File: src/rtl/tlbv_pkg.sv
package tlbv_pkg;
  localparam int REG_W    = 32;
  localparam int MASK_W   = 18;
  localparam int VPN_W    = 21;
  localparam int PFN_W    = 26;
  localparam int ASID_W   = 8;
  localparam int ATTR_W   = 3;
  localparam int SHIFT_W  = 5;
  localparam int PG_LSB   = 11;
  localparam int PFN_LSB  = 6;

  typedef enum logic [1:0] {
    OP_READ   = 2'd0,
    OP_WR_IDX = 2'd1,
    OP_WR_RND = 2'd2,
    OP_PROBE  = 2'd3
  } tlbv_op_e;

  typedef struct packed {
    logic [PFN_W-1:0]  pfn;
    logic [ATTR_W-1:0] attr;
    logic              dirty;
    logic              valid;
  } tlbv_half_t;

  typedef struct packed {
    logic [MASK_W-1:0]  mask;
    logic [VPN_W-1:0]   vpn;
    logic [ASID_W-1:0]  asid;
    logic               glob;
    tlbv_half_t         even;
    tlbv_half_t         odd;
    logic [SHIFT_W-1:0] shift;
  } tlbv_entry_t;

  function automatic tlbv_half_t half_from_reg(input logic [REG_W-1:0] r);
    tlbv_half_t h;
    h.pfn   = r[PFN_LSB +: PFN_W];
    h.attr  = r[3 +: ATTR_W];
    h.dirty = r[2];
    h.valid = r[1];
    return h;
  endfunction

  function automatic logic [REG_W-1:0] half_to_reg(input tlbv_half_t h, input logic g);
    return {h.pfn, h.attr, h.dirty, h.valid, g};
  endfunction
endpackage

File: src/rtl/tlbv_size_dec.sv
module tlbv_size_dec
  import tlbv_pkg::*;
(
  input  logic [MASK_W-1:0]  mask,
  output logic               ok,
  output logic [SHIFT_W-1:0] shift,
  output logic [REG_W-1:0]   offmask
);
  localparam int LOW_W     = MASK_W - 2;
  localparam int NB        = MASK_W / 2 - 1;
  localparam int SHIFT_MIN = 10;
  localparam int SHIFT_STD = 12;

  logic [NB:1] band_hit;

  for (genvar p = 1; p <= NB; p++) begin : g_band
    localparam logic [MASK_W-1:0] PAT = MASK_W'(3) << (2 * p);
    localparam logic [MASK_W-1:0] SEL = (p == NB) ? PAT
                                      : (MASK_W'((1 << LOW_W) - 1) & ~(MASK_W'((1 << (2 * p)) - 1)));
    assign band_hit[p] = ((mask & SEL) == PAT);
  end

  // later assignments carry higher priority
  always_comb begin
    ok    = 1'b0;
    shift = '0;
    for (int p = NB; p >= 1; p--) begin
      if (band_hit[p]) begin
        ok    = 1'b1;
        shift = SHIFT_W'(SHIFT_STD + 2 * p);
      end
    end
    if (mask[LOW_W-1:0] == '0) begin
      ok    = 1'b1;
      shift = SHIFT_W'(SHIFT_MIN);
    end
    if (mask[LOW_W-1:0] == LOW_W'(3)) begin
      ok    = 1'b1;
      shift = SHIFT_W'(SHIFT_STD);
    end
  end

  assign offmask = (REG_W'(1) << shift) - REG_W'(1);
endmodule

File: src/rtl/tlbv_store.sv
module tlbv_store
  import tlbv_pkg::*;
#(
  parameter int ENTRIES = 16,
  localparam int IDX_W  = $clog2(ENTRIES)
) (
  input  logic              clk,
  input  logic              rst_n,
  input  logic              we,
  input  logic [IDX_W-1:0]  waddr,
  input  tlbv_entry_t       wdata,
  output tlbv_entry_t       ents [ENTRIES]
);
  always_ff @(posedge clk) begin
    if (!rst_n) begin
      for (int i = 0; i < ENTRIES; i++) ents[i] <= '0;
    end else if (we) begin
      ents[waddr] <= wdata;
    end
  end
endmodule

File: src/rtl/tlbv_probe.sv
module tlbv_probe
  import tlbv_pkg::*;
#(
  parameter int ENTRIES = 16,
  localparam int IDX_W  = $clog2(ENTRIES)
) (
  input  tlbv_entry_t        ents [ENTRIES],
  input  logic [VPN_W-1:0]   pvpn,
  input  logic [ASID_W-1:0]  pasid,
  output logic               hit,
  output logic [IDX_W-1:0]   hit_idx
);
  logic [ENTRIES-1:0] match;

  for (genvar i = 0; i < ENTRIES; i++) begin : g_cmp
    logic [VPN_W-1:0] ign;
    logic             tag_eq;
    logic             id_eq;
    assign ign    = VPN_W'(ents[i].mask);
    assign tag_eq = (((ents[i].vpn ^ pvpn) & ~ign) == '0);
    assign id_eq  = ents[i].glob || (ents[i].asid == pasid);
    assign match[i] = tag_eq && id_eq;
  end

  always_comb begin
    hit     = |match;
    hit_idx = '0;
    for (int i = ENTRIES - 1; i >= 0; i--) begin
      if (match[i]) hit_idx = IDX_W'(i);
    end
  end
endmodule

File: src/rtl/tlbv_core.sv
module tlbv_core
  import tlbv_pkg::*;
#(
  parameter int ENTRIES = 16,
  localparam int IDX_W  = $clog2(ENTRIES)
) (
  input  logic               clk,
  input  logic               rst_n,
  input  logic               op_go,
  input  logic [1:0]         op_code,
  input  logic               kpage_avail,
  input  logic               kpage_on,
  input  logic [REG_W-1:0]   stg_pgmask,
  input  logic [REG_W-1:0]   stg_hi,
  input  logic [REG_W-1:0]   stg_lo0,
  input  logic [REG_W-1:0]   stg_lo1,
  input  logic [REG_W-1:0]   stg_index,
  input  logic [IDX_W-1:0]   stg_random,
  output logic               done,
  output logic               op_err,
  output logic               ld_entry,
  output logic               ld_index,
  output logic [REG_W-1:0]   res_pgmask,
  output logic [REG_W-1:0]   res_hi,
  output logic [REG_W-1:0]   res_lo0,
  output logic [REG_W-1:0]   res_lo1,
  output logic [REG_W-1:0]   res_index,
  output logic [SHIFT_W-1:0] res_shift,
  output logic [REG_W-1:0]   res_offmask
);
  localparam logic [REG_W-1:0] MISS_CODE = REG_W'(1) << (REG_W - 1);

  tlbv_op_e            op;
  logic                small_pg;
  logic [MASK_W-1:0]   new_mask;
  logic [VPN_W-1:0]    new_vpn;
  logic                sz_ok;
  logic [SHIFT_W-1:0]  sz_shift;
  logic [REG_W-1:0]    sz_off;
  tlbv_entry_t         new_ent;
  tlbv_entry_t         ents [ENTRIES];
  tlbv_entry_t         rd_ent;
  logic                is_wr;
  logic                we;
  logic [IDX_W-1:0]    waddr;
  logic                p_hit;
  logic [IDX_W-1:0]    p_idx;

  assign op       = tlbv_op_e'(op_code);
  assign small_pg = kpage_avail && kpage_on;

  // staged values with the small-page folding applied
  always_comb begin
    new_mask = stg_pgmask[PG_LSB +: MASK_W];
    new_vpn  = stg_hi[PG_LSB +: VPN_W];
    if (!small_pg) begin
      new_mask[1:0] = 2'b11;
      new_vpn[1:0]  = 2'b00;
    end
  end

  tlbv_size_dec u_size (
    .mask    (new_mask),
    .ok      (sz_ok),
    .shift   (sz_shift),
    .offmask (sz_off)
  );

  always_comb begin
    new_ent.mask  = new_mask;
    new_ent.vpn   = new_vpn;
    new_ent.asid  = stg_hi[ASID_W-1:0];
    new_ent.glob  = stg_lo0[0] & stg_lo1[0];
    new_ent.even  = half_from_reg(stg_lo0);
    new_ent.odd   = half_from_reg(stg_lo1);
    new_ent.shift = sz_shift;
  end

  assign is_wr = op_go && (op == OP_WR_IDX || op == OP_WR_RND);
  assign we    = is_wr && sz_ok;
  assign waddr = (op == OP_WR_RND) ? stg_random : stg_index[IDX_W-1:0];

  tlbv_store #(.ENTRIES(ENTRIES)) u_store (
    .clk   (clk),
    .rst_n (rst_n),
    .we    (we),
    .waddr (waddr),
    .wdata (new_ent),
    .ents  (ents)
  );

  tlbv_probe #(.ENTRIES(ENTRIES)) u_probe (
    .ents    (ents),
    .pvpn    (new_vpn),
    .pasid   (stg_hi[ASID_W-1:0]),
    .hit     (p_hit),
    .hit_idx (p_idx)
  );

  assign rd_ent = ents[stg_index[IDX_W-1:0]];

  always_ff @(posedge clk) begin
    if (!rst_n) begin
      done        <= 1'b0;
      op_err      <= 1'b0;
      ld_entry    <= 1'b0;
      ld_index    <= 1'b0;
      res_pgmask  <= '0;
      res_hi      <= '0;
      res_lo0     <= '0;
      res_lo1     <= '0;
      res_index   <= '0;
      res_shift   <= '0;
      res_offmask <= '0;
    end else begin
      done     <= op_go;
      op_err   <= 1'b0;
      ld_entry <= 1'b0;
      ld_index <= 1'b0;
      if (op_go) begin
        unique case (op)
          OP_READ: begin
            ld_entry   <= 1'b1;
            res_pgmask <= REG_W'(rd_ent.mask) << PG_LSB;
            res_hi     <= (REG_W'(rd_ent.vpn) << PG_LSB) | REG_W'(rd_ent.asid);
            res_lo0    <= half_to_reg(rd_ent.even, rd_ent.glob);
            res_lo1    <= half_to_reg(rd_ent.odd, rd_ent.glob);
          end
          OP_WR_IDX, OP_WR_RND: begin
            op_err <= !sz_ok;
            if (sz_ok) begin
              res_shift   <= sz_shift;
              res_offmask <= sz_off;
            end
          end
          OP_PROBE: begin
            ld_index  <= 1'b1;
            res_index <= p_hit ? REG_W'(p_idx) : MISS_CODE;
          end
          default: ;
        endcase
      end
    end
  end
endmodule

File: config.mk
export PLATFORM = sky130hd
export DESIGN_NAME = tlbv_core
export DESIGN_NICKNAME = d
export VERILOG_FILES = /design/src/rtl/tlbv_pkg.sv /design/src/rtl/tlbv_size_dec.sv /design/src/rtl/tlbv_store.sv /design/src/rtl/tlbv_probe.sv /design/src/rtl/tlbv_core.sv
export SDC_FILE = /design/constraint.sdc
export NUM_CORES = 2
export LEC_CHECK = 0
export BUFFER_PORTS_ARGS = -buffer_cell sky130_fd_sc_hd__buf_4
export CELL_PAD_IN_SITES_DETAIL_PLACEMENT = 1
export CELL_PAD_IN_SITES_GLOBAL_PLACEMENT = 1
export CORE_AREA = 10 10 466 468
export CTS_CLUSTER_DIAMETER = 200
export DETAILED_ROUTE_END_ITERATION = 8
export DIE_AREA = 0 0 476 478
export GPL_ROUTABILITY_DRIVEN = 0
export PLACE_DENSITY = 0.79
export SYNTH_ARGS = -nofsm -noshare
export SYNTH_HDL_FRONTEND = slang
export SYNTH_SLANG_ARGS = --single-unit
File: constraint.sdc
create_clock -name clk -period 3.15 [get_ports clk]
set_input_delay 0.7875 -clock clk [delete_from_list [all_inputs] [get_ports clk]]
set_output_delay 0.7875 -clock clk [all_outputs]
set_load 0.05 [all_outputs]
==> impl_metrics.ini <==
[status]
outcome = finished clean

[final_layout]
area_growth_pct = 21.0
final_nets = 10700
postLayoutCellArea_sq_um = 110000
instances_no_fill = 13500
drive_gt1_share_pct = 19.9
final_util_pct = 52.9

[logic_synthesis]
syn-cell-area_sq_um = 91000
seq_area_frac_synth_pct = 42.1
synth_xor_xnor_area_share_pct = 4.43
synth_top_family_by_area = compound AO/OA/AOI/OAI gates
synth_area_per_cell_sq_um = 8.98
ys_warn_count = 0
synth-edff-count = 0
synthCells = 10100
synth-compound-area-share_pct = 17.4
ys_ff_latch = 1914
synth_fa_ha_area_share_pct = 0.0550
post_synth_mux_area_share_pct = 13.7
synth-simple-area-share_pct = 17.0
synth_flop_cell = dfxtp_1
async_reset_ff_share_pct = 0
synthDistinctLibCells = 65

[setup_path]
worstSetupPathType = register to register
cp_data_required_time_ns = 3.96
critPathTopFamily = simple AND/OR/NAND/NOR gates
endpoint_kind = register
cp_max_fo = 3
cpMostUsedCell = buf_4
critical_path.slowest_cell = nor4_1
critPathBufInv = 3
path_cells = xor2_1, nor4_1, buf_4, a41o_1, buf_4, and4_1, nor2_1, a311oi_1, a31oi_1, buf_4, o31ai_1
crit_path_max_incr_delay_ns = 0.80
critPathLaunchType = register
crit_arrival_ns = 3.91

[pwr]
powerDensity_nw_per_um2 = 496
total_power_mw = 54.6
ir_drop_v = 0.000567
p_leak_nw = 37.9

[global_route]
antenna_found_initial = 63
grt_pass1_wl_um = 581000
grt_pass1_vias = 88100
grt_usage_pct = 33.7
overflow = 0
grt_start_max_net_pins = 130

[floorplanning]
ioPinCount = 372
fp-row-count = 168
coreArea_sq_um = 208000
initial_core_util_pct = 43.7
fp.dieH_um = 478
dieWidth_um = 476
die-area_sq_um = 228000

[cts]
clock-sinks = 1914
cts_root_buffer = clkbuf_16
numCtsBuffers = 206
tritoncts = built
clock_latency_ns = 0.91
clkTransAtPathRegs_ns = 0.06
hold_buffers = 0
h-tree-depth = 4
clock_path_buffers = 3
cts_setup_buffers = 0

[sta]
max_freq_ghz = 0.323
finalCritPeriodShare_pct = 98.4
min_period_ns = 3.10
fin_skew_ns = 0.0398
tightest_slew_ns = 1.00
drv_slew = 0
fin_hold_ws_ns = 0.187
slew_headroom_pct = 33.3
rsz0062_at_grt = no
finalHoldViolations = 0
setup_violations = 0

[drt]
wl_um = 398000
drc = 0
ant_nets = 0
first_pass_iters = 9
detail_route.iter0.violations = 8642
viasPerCell = 6.17
dr_total_vias = 83300
wire_per_inst_um = 29.5

[placed_design]
dp.cells = 13100
io_buffer_count = 281
placed_cell_area_sq_um = 103000
dp_hpwl_um = 274000

[flow_run]
cap_violations = 0

[min_path]
hp-class = input port to register
## final timing paths
| path | from | endpoint | slack (ns) | cells after the start |
|---|---|---|---|---|
| max | u_store.ents[1453] | res_index[0] | 0.05 | 11 |
| min | stg_hi[23] | u_store.ents[778] | 0.19 | 3 |
| max reg2reg | u_store.ents[1453] | res_index[0] | 0.05 | 11 |
| min reg2reg | u_store.ents[1560] | u_store.ents[1560] | 0.45 | 2 |
## power breakdown
group          switching, mW  internal, mW  leakage (nW)
Sequential             0.105          24.3          15.4
Combinational           2.70          1.73          19.0
Clock                   11.0          14.7          3.50
## stage by stage
stage	setup TNS [ns]	worst slack, ns
floorplan	0	0.0987
global placement	-34.29	-1.47
finish	0	0.0502
CTS	0	0.0714
detailed placement	-67.83	-0.880
global route	0	0.0412
## repair_timing
item / in CTS / in global routing
resized for setup: 3 / 5
setup endpoints to repair: 2 / 3
gates cloned: 0 / 0
pin swaps: 0 / 0
hold endpoints to repair: 0 / 0
## layout by cell type (no fill, tap or decap), drive strengths merged, types with 8 or more instances in the layout
master	Yosys	layout
conb	2	46
bufinv	0	14
nor3	26	26
buf	392	1170
and3	19	19
and2	18	18
o211a	32	32
nor4	39	39
nor2b	18	18
mux2	8	8
o221ai	9	9
o211ai	10	10
clkinv	0	47
nand4	19	19
diode	0	29
a21oi	15	15
nand2	3773	3773
mux4	550	550
nand3	27	27
o21ai	10	10
xor2	80	80
o22ai	128	128
nor2	50	50
inv	17	21
a21boi	1853	1853
xnor2	380	380
dfxtp	1914	1914
a41o	8	8
a2111oi	8	8
clkbuf	679	315
## final cells by class
cell class,instances,area [sq um]
well taps,2805,3510
inverters,17,63.8
multi-input cells,7183,48300
fillers,23200,98200
diodes,29,72.6
flip-flops and latches,1914,38300
clock inverters,70,932
clock buffers,314,6190
repair buffers,1171,12700
## cells in the mapped netlist, types with 24 or more instances
master	count	area, sq um
xnor2_1	380	3330
xor2_1	80	701
buf_1	68	255
buf_2	218	1090
a21boi_0	979	7350
o211a_1	32	320
nor3_1	24	120
o22ai_1	128	801
mux4_2	550	12400
a21boi_1	874	6560
buf_4	90	676
nand2_1	3773	14200
nor4_1	37	231
clkbuf_1	679	2550
dfxtp_1	1914	38300
nand3_1	27	135
nor2_1	50	188
## state kept, by name, summed over array words and instances (netlist names), 4 cells and up
name          flops
res_pgmask       18
res_shift         4
res_lo0          32
res_hi           29
res_offmask      31
res_lo1          31
res_index         5
u_store.ents   1760
## metal layers
layer / global-route usage [%] / wire length [um] / up-vias
li1: - / - / 34700
met1: 39.7 / 146000 / 42100
met2: 52.3 / 177000 / 4682
met3: 9.41 / 40900 / 1731
met4: 24.9 / 34100 / 54
met5: 0 / 362 / -
## kinds of logic (layout without fill, tap and decap cells)
kind of cell	Yosys count	count (layout)
compound gates	2105	2105
fa+ha+maj	4	4
xor+xnor	460	460
flops	1914	1914
mux	559	559
buf+inv	1088	1572
other cells	2	75
simple gates	4009	4009
## worst register-to-register path, cell delays in order (launching register included)
cell,delay (ns)
dfxtp_1,0.34
xor2_1,0.15
nor4_1,0.80
buf_4,0.23
a41o_1,0.19
buf_4,0.21
and4_1,0.24
nor2_1,0.07
a311oi_1,0.30
a31oi_1,0.15
buf_4,0.16
o31ai_1,0.20
Power figures use the tool's default switching activity.
